File: config.mk
export PLATFORM = sky130hd
export DESIGN_NAME = lane_shift_stage
export DESIGN_NICKNAME = d
export VERILOG_FILES = /design/src/rtl/lss_pkg.sv /design/src/rtl/lss_shifter.sv /design/src/rtl/lss_state_mem.sv /design/src/rtl/lss_latch.sv /design/src/rtl/lane_shift_stage.sv
export SDC_FILE = /design/constraint.sdc
export NUM_CORES = 2
export LEC_CHECK = 0
export CORE_AREA = 2 2 584 586
export CTS_BUF_LIST = sky130_fd_sc_hd__clkbuf_4 sky130_fd_sc_hd__clkbuf_8 sky130_fd_sc_hd__clkbuf_16
export DETAILED_ROUTE_END_ITERATION = 8
export DIE_AREA = 0 0 586 588
export GPL_ROUTABILITY_DRIVEN = 1
export PLACE_DENSITY = 0.65
export SLEW_MARGIN = 20
export SYNTH_ARGS = -nofsm -noshare
export SYNTH_HDL_FRONTEND = slang
export SYNTH_SLANG_ARGS = --single-unit
File: constraint.sdc
create_clock -name clk -period 19.57 [get_ports clk]
set_input_delay 2.9355 -clock clk [delete_from_list [all_inputs] [get_ports clk]]
set_output_delay 2.9355 -clock clk [all_outputs]
set_load 0.005 [all_outputs]
File: src/rtl/lss_pkg.sv
// Package: shared sizes for the multi-lane state shift stage.
// Assumes states are packed slot 0 at the least significant end.
package lss_pkg;
    localparam int SLOT_W    = 3;   // bits per neuron state
    localparam int NSLOTS    = 64;  // state slots in the register
    localparam int IN_LANES  = 4;   // states carried per input word
    localparam int MEM_DEPTH = 16;  // vectors in state memory
    localparam int VEC_W     = SLOT_W * NSLOTS;
    localparam int IN_W      = SLOT_W * IN_LANES;
    localparam int ADDR_W    = $clog2(MEM_DEPTH);
    localparam int CNT_W     = $clog2(IN_LANES + 1);
    localparam int DST_MEM   = 0;   // store destination bit: memory
    localparam int DST_LAT   = 1;   // store destination bit: latches
    typedef logic [1:0] dst_t;
endpackage

File: src/rtl/lss_shifter.sv
// Module: lss_shifter
// Left-shifting register of SLOT_W-bit states. A shift by n (0..IN_LANES,
// larger counts saturate) moves each slot up by n and fills slots n-1..0
// from input lanes 0..n-1, lane 0 ending highest (it entered first).
// Assumes the count is sampled only when shift_en is high.
module lss_shifter #(
    parameter int SLOT_W   = lss_pkg::SLOT_W,
    parameter int NSLOTS   = lss_pkg::NSLOTS,
    parameter int IN_LANES = lss_pkg::IN_LANES,
    parameter int CNT_W    = lss_pkg::CNT_W
) (
    input  logic                        clk,
    input  logic                        rst_n,
    input  logic                        shift_en,
    input  logic [CNT_W-1:0]            shift_cnt,
    input  logic [SLOT_W*IN_LANES-1:0]  din,
    output logic [SLOT_W*NSLOTS-1:0]    q
);
    localparam int VEC_W = SLOT_W * NSLOTS;
    localparam logic [CNT_W-1:0] MAX_CNT = CNT_W'(IN_LANES);

    logic [CNT_W-1:0] eff_cnt;
    logic [VEC_W-1:0] cand [0:IN_LANES];
    logic [VEC_W-1:0] nxt;

    // Saturate oversize counts to the lane limit.
    always_comb eff_cnt = (shift_cnt > MAX_CNT) ? MAX_CNT : shift_cnt;

    assign cand[0] = q;

    // One candidate vector per possible shift amount.
    for (genvar n = 1; n <= IN_LANES; n++) begin : g_amt
        assign cand[n][VEC_W-1:SLOT_W*n] = q[VEC_W-1-SLOT_W*n:0];
        for (genvar j = 0; j < n; j++) begin : g_ins
            assign cand[n][SLOT_W*j +: SLOT_W] = din[SLOT_W*(n-1-j) +: SLOT_W];
        end
    end

    // Pick the candidate for this cycle.
    always_comb nxt = shift_en ? cand[eff_cnt] : q;

    // Register update with synchronous clear.
    always_ff @(posedge clk) begin
        if (!rst_n) q <= '0;
        else        q <= nxt;
    end

    p_reset_clear_r1: assert property (@(posedge clk)
        !rst_n |=> q == '0);
    p_shift_one_r2: assert property (@(posedge clk) disable iff (!rst_n)
        (shift_en && shift_cnt == CNT_W'(1)) |=> q[VEC_W-1:SLOT_W] == $past(q[VEC_W-1-SLOT_W:0]));
    p_first_lane_r3: assert property (@(posedge clk) disable iff (!rst_n)
        (shift_en && shift_cnt == CNT_W'(1)) |=> q[SLOT_W-1:0] == $past(din[SLOT_W-1:0]));
    p_zero_hold_r4: assert property (@(posedge clk) disable iff (!rst_n)
        (!shift_en || shift_cnt == '0) |=> $stable(q));
    p_saturate_r5: assert property (@(posedge clk) disable iff (!rst_n)
        (shift_en && shift_cnt > MAX_CNT) |=>
        q[VEC_W-1:SLOT_W*IN_LANES] == $past(q[VEC_W-1-SLOT_W*IN_LANES:0]));
endmodule

File: src/rtl/lss_state_mem.sv
// Module: lss_state_mem
// Small state-vector memory, one write port, combinational read port.
// Assumes entries are undefined until first written (no reset on storage).
module lss_state_mem #(
    parameter int VEC_W     = lss_pkg::VEC_W,
    parameter int MEM_DEPTH = lss_pkg::MEM_DEPTH,
    parameter int ADDR_W    = lss_pkg::ADDR_W
) (
    input  logic              clk,
    input  logic              rst_n,
    input  logic              we,
    input  logic [ADDR_W-1:0] waddr,
    input  logic [VEC_W-1:0]  wdata,
    input  logic [ADDR_W-1:0] raddr,
    output logic [VEC_W-1:0]  rdata
);
    logic [VEC_W-1:0] mem [0:MEM_DEPTH-1];

    // Write one vector when enabled.
    always_ff @(posedge clk) begin
        if (we) mem[waddr] <= wdata;
    end

    // Combinational read.
    always_comb rdata = mem[raddr];

    p_write_lands_r7: assert property (@(posedge clk) disable iff (!rst_n)
        we |=> (raddr != $past(waddr)) || (rdata == $past(wdata)));
endmodule

File: src/rtl/lss_latch.sv
// Module: lss_latch
// Operand latches for the arithmetic unit: load a vector on command, hold
// otherwise. Assumes load is already qualified by the store destination.
module lss_latch #(
    parameter int VEC_W = lss_pkg::VEC_W
) (
    input  logic             clk,
    input  logic             rst_n,
    input  logic             load,
    input  logic [VEC_W-1:0] d,
    output logic [VEC_W-1:0] q
);
    // Capture or hold the operand vector.
    always_ff @(posedge clk) begin
        if (!rst_n)    q <= '0;
        else if (load) q <= d;
    end

    p_hold_r8: assert property (@(posedge clk) disable iff (!rst_n)
        !load |=> $stable(q));
    p_load_r8: assert property (@(posedge clk) disable iff (!rst_n)
        load |=> q == $past(d));
endmodule

File: src/rtl/lane_shift_stage.sv
// Module: lane_shift_stage (top)
// Input stage of a neuron arithmetic unit: a multi-lane state shift register
// whose contents can be stored to a state memory, the operand latches, or
// both. A store issued with a shift copies the pre-shift contents.
// Assumes commands are single-cycle and take effect at the next clock edge.
module lane_shift_stage
    import lss_pkg::*;
(
    input  logic                clk,
    input  logic                rst_n,
    input  logic                shift_en,
    input  logic [CNT_W-1:0]    shift_cnt,
    input  logic [IN_W-1:0]     shift_din,
    input  logic                store_en,
    input  logic [1:0]          store_dst,
    input  logic [ADDR_W-1:0]   store_addr,
    input  logic [ADDR_W-1:0]   mem_raddr,
    output logic [VEC_W-1:0]    mem_rdata,
    output logic [VEC_W-1:0]    shreg_q,
    output logic [VEC_W-1:0]    latch_q
);
    dst_t dst;
    logic mem_we;
    logic lat_ld;

    // Decode the store destination into per-target strobes.
    always_comb begin
        dst    = store_dst;
        mem_we = store_en && dst[DST_MEM];
        lat_ld = store_en && dst[DST_LAT];
    end

    lss_shifter #(
        .SLOT_W(SLOT_W), .NSLOTS(NSLOTS), .IN_LANES(IN_LANES), .CNT_W(CNT_W)
    ) shifter_i (
        .clk(clk), .rst_n(rst_n), .shift_en(shift_en),
        .shift_cnt(shift_cnt), .din(shift_din), .q(shreg_q)
    );

    lss_state_mem #(
        .VEC_W(VEC_W), .MEM_DEPTH(MEM_DEPTH), .ADDR_W(ADDR_W)
    ) mem_i (
        .clk(clk), .rst_n(rst_n), .we(mem_we), .waddr(store_addr),
        .wdata(shreg_q), .raddr(mem_raddr), .rdata(mem_rdata)
    );

    lss_latch #(.VEC_W(VEC_W)) latch_i (
        .clk(clk), .rst_n(rst_n), .load(lat_ld), .d(shreg_q), .q(latch_q)
    );

    p_pre_shift_copy_r10: assert property (@(posedge clk) disable iff (!rst_n)
        (lat_ld && shift_en) |=> latch_q == $past(shreg_q));
    p_both_same_r9: assert property (@(posedge clk) disable iff (!rst_n)
        (store_en && store_dst == 2'b11) |=>
        (mem_raddr != $past(store_addr)) || (mem_rdata == latch_q));
    p_no_dest_r11: assert property (@(posedge clk) disable iff (!rst_n)
        (store_en && store_dst == 2'b00) |=> $stable(latch_q));
endmodule

After elaboration in Yosys (flattened, before gate mapping)
Memory sizes are Yosys's and may differ from the RTL's.
Index checks and enable logic that the tools add are counted.
Widths: inputs -> output; s select.
{ "op_classes": {"n_bitwise": 1, "n_reduce_logical": 2, "n_lt_le_gt_ge": 2, "mux": 6} }
{ "op_table": {"columns": ["cell", "count"], "rows": [
  ["$bmux 192 s3", 1],
  ["$mux 192", 2],
  ["$ge 4x4->1 const B", 1],
  ["$not 3->4", 1],
  ["$gt 3x3->1 const B", 1],
  ["$mux 3", 1],
  ["$logic_and 1x1->1", 2],
  ["$mux 1", 2]
]} }
{ "word_totals": {"out_inout_bits": 576, "elab_cells": 14, "register_bits": 384, "n_memories": 1, "mem_bits_rw": 3072} }
{ "mem_list": {"columns": ["name", "depth", "word_bits", "read_ports", "rd_clocked_by_memory_dff", "write_ports", "line_no", "rtl"], "rows": [
  ["mem_i.mem", 16, 192, 1, 0, 1, "lss_state_mem.sv:17", "logic [VEC_W-1:0] mem [0:MEM_DEPTH-1];"]
]} }

Depth between registers and ports, before layout
{ "logic_depth": {"ltp_word": 6, "depth_mapped": 8, "mapped_depth_nobuf": 4} }

Cells and area by module
From an unflattened synthesis, not the netlist that was laid out.
{ "unflattened": {"hier_cells": 6803, "hier_area_um2": 134960.7} }
{ "modules_own_cells": {"columns": ["module", "cells_each", "seq_area_each_um2", "area_per_inst_um2", "instances"], "rows": [
  ["lss_state_mem", 4821, 92248.5, 115233.0, 1],
  ["lss_shifter", 1361, 3843.7, 12251.8, 1],
  ["lss_latch", 619, 3843.7, 7463.4, 1],
  ["lane_shift_stage", 2, 0.0, 12.5, 1]
]} }

Worst setup path after synthesis
OpenSTA, ideal clock, no wires.
{ "synth_path": {"kind": "input to register", "startpoint": "in store_addr[2]", "endpoint": "mem mem_i.mem[0][0] in the netlist's numbering (enable)", "path_stages": 2, "path_slack_ps": 2289, "t_arrival_ps": 16299, "t_required_ps": 18588, "path_cell_list": "or3_1 -> nor3_1"} }
{ "synth_rtl": {"columns": ["element", "line_no", "rtl"], "rows": [
  ["start: declaration", "lane_shift_stage.sv:16", "input logic [ADDR_W-1:0] store_addr,"],
  ["end: declaration", "lss_state_mem.sv:17", null]
]} }
Straight into the memory's write port.

Final worst setup path
{ "layout_path": {"startpoint": "in mem_raddr[2]", "endpoint": "out mem_rdata[41]"} }
{ "layout_between": {"elab_chain_cells": 1} }
{ "layout_lines": {"columns": ["element", "line_no", "rtl"], "rows": [
  ["start: declaration", "lane_shift_stage.sv:17", "input logic [ADDR_W-1:0] mem_raddr,"],
  ["$mem_v2 16x192", null, null],
  ["end: declaration", "lane_shift_stage.sv:18", "output logic [VEC_W-1:0] mem_rdata,"]
]} }
Every way passes these cells.

==> results.json <==
{
  "htreeDepth": 5,
  "finalSetupTns_ns": 0,
  "met1_usage_pct": 31.40,
  "syn_area_per_cell_sq_um": 19.48,
  "num_vias": 73660,
  "placed_area_sq_um": 146900,
  "portBuffers": 604,
  "power_density_nw_per_um2": 102.4,
  "synth_top_area_share_pct": 68.36,
  "clkTransAtPathRegs_ns": 0.05,
  "ff2ff_path_depth": 4,
  "path_class": "input port to output port",
  "placed_cells": 11900,
  "ys_seq_area_share_pct": 74.06,
  "setup_violations": 0,
  "drv_cap": 0,
  "clkSinkCount": 3456,
  "synth_nets": 6956,
  "final_util_pct": 46.98,
  "io_pins": 605,
  "synthCells": 6927,
  "cts_tree": "built",
  "report.final.slew_viol_count": 0,
  "dr.pass1.iters": 8,
  "final_cells": 12580,
  "total_power_mw": 16.29,
  "max_freq_ghz": 0.09154,
  "area_growth_pct": 17.84,
  "ff2ff_setup_slack_ns": 17.62,
  "ys.flop_type": "edfxtp_1",
  "clockBufferDepth": 4,
  "grt_setup_unrepaired": "false",
  "clock-skew-final_ns": 0.04524,
  "gr-total-overflow": 0,
  "ctsRootBufferMaster": "clkbuf_16",
  "yosys.cell_count.top_type": "edfxtp_1",
  "vdd_drop_max_mv": 0.06553,
  "die-area_sq_um": 344600,
  "finalInstanceArea_sq_um": 159000,
  "core_area_sq_um": 338400,
  "viasPerCell": 5.857,
  "whs_path_depth": 2,
  "ys_ff_latch": 3456,
  "wl_per_cell_microns": 31.60,
  "setup_slack_ns": 8.646,
  "relSlewSlack_pct": 21.91,
  "drive_above_1_share_pct": 22.42,
  "fp-row-count": 214,
  "grt_pass1_wl_microns": 559200,
  "synth_edf_count": 3072,
  "min_from": "latch_i.q[30]$_SDFFE_PN0P_",
  "antenna_left": 0,
  "pre_cts_slack_ns": 8.640,
  "hold_path.class": "register to register",
  "clock_latency_ns": 0.95,
  "ys_types": 34,
  "syn_area_sq_um": 134900,
  "synth.area.top_cells": "edfxtp_1 68%, mux4_2 14%, dfxtp_1 5.7%",
  "grt-busiest-layer": "met2",
  "r2r_end": "shifter_i.q[183]$_SDFFE_PN0P_",
  "critPathLaunchType": "input port",
  "detail_route.wirelength_microns": 397400,
  "synth_common_cells": "3,072 x edfxtp_1, 830 x mux4_2, 557 x nand2_1",
  "hold_end": "latch_i.q[30]$_SDFFE_PN0P_",
  "cp-end-kind": "output port",
  "drt_first_iter_violations": 9000,
  "grt_util_all_layers_pct": 22.62,
  "yosys_warnings": 0,
  "worstMarginPinSlew_ns": 1.170,
  "met3_usage_pct": 3.666,
  "start_util_pct": 39.87,
  "nets": 7753,
  "crit_arrival_ns": 7.99,
  "die_w_microns": 586,
  "dp_hpwl_microns": 218600,
  "cp.required_ns": 16.63,
  "gp_congestion": 0.7516,
  "async_flop_share_pct": 0,
  "grt_max_degree": 142,
  "cts_hold_buf": 0,
  "antenna_found_initial": 19,
  "dieHeight_microns": 588,
  "yosysTopAreaCell": "edfxtp_1",
  "hold_ws_ns": 0.4619,
  "fin_crit_ns": 10.92,
  "worstPathMaxFanout": 56,
  "layout_worst_path_cycle_share_pct": 55.82,
  "post_cts_buffers": 0,
  "cts_resized": 0,
  "hold_violations": 0,
  "r2r_start": "shifter_i.q[183]$_SDFFE_PN0P_",
  "grt_pass1_vias": 73380,
  "drc": 0,
  "status": "finished clean",
  "power.leakage_nw": 50.58,
  "numCtsBuffers": 362,
  "met2_usage_pct": 37.24
}
## worst max-delay path by stage
stage          depth (start not counted)  slack [ns]          start                        end
2_1_floorplan                          2        2.29  store_addr[2]  mem_i.mem[0][0]$_DFFE_PP_
3_3_place_gp                           8        8.67   mem_raddr[2]              mem_rdata[41]
3_5_place_dp                           8        8.64   mem_raddr[2]              mem_rdata[41]
4_1_cts                                8        8.63   mem_raddr[2]              mem_rdata[41]
5_1_grt                                8        8.48   mem_raddr[0]             mem_rdata[170]
6_report                               8        8.65   mem_raddr[2]              mem_rdata[41]
## report_power, final
group          switching [mW]  internal, mW  total (mW)
logic                   0.669         0.458        1.13
registers              0.0842          8.15        8.23
clock network            2.89          4.04        6.93
## per-layer routing
| metal | part of all wire [%] | up-vias |
|---|---|---|
| li1 | - | 30030 |
| met1 | 40 | 39530 |
| met2 | 49 | 3619 |
| met3 | 8.4 | 486 |
| met4 | 2.5 | 0 |
| met5 | 0 | - |
## worst max-delay path, cell delays in order
cell	delay [ns]
buf_8	0.48
buf_4	0.73
buf_4	0.86
nor2b_4	1.00
buf_4	0.68
a22oi_1	0.17
nand2_1	0.23
clkdlybuf4s50_1	0.54
## cell usage in the layout, fill, tap and decap left out, types with 7 or more instances in the layout
cell type        count
edfxtp_1          3072
mux4_2             830
clkdlybuf4s50_1    595
nand2_1            554
mux2i_1            419
dfxtp_1            380
a22oi_1            369
clkbuf_16          367
buf_4              286
a21boi_0           192
o21ai_0            186
a21oi_1            180
clkbuf_4           116
o22ai_1             74
clkinv_1            60
nand3_1             59
clkinv_2            48
nor2_1              41
bufinv_16           24
clkbuf_8            20
nor2_4              16
buf_12              13
inv_6               12
nor2b_1             10
clkinv_16            9
diode_2              8
buf_8                8
nor2b_4              7
## sequential cells by signal, summed over array words and instances (netlist names), named ones only
register	flops
mem_i.mem	3072
latch_i.q	192
shifter_i.q	186
## logic make-up (layout without fill, tap and decap cells)
kind of cell	after synthesis	in the layout	share of synthesized area [%]
flops	3456	3456	74.06
mux	1255	1255	17.01
compound gates	1029	1029	4.983
simple gates	716	716	2.124
buf+inv	471	1576	1.819
other cells	0	8	0
## final cells by class
class	count	area, sq um
Clock buffer	503	10330
Multi-Input combinational cell	3000	32790
Fill cell	28100	179400
Tap cell	4536	5675
Inverter	1	3.754
Antenna cell	8	20.02
Clock inverter	169	1757
Timing Repair Buffer	903	8494
Sequential cell	3456	99940
(Power assumes the default switching activity.)
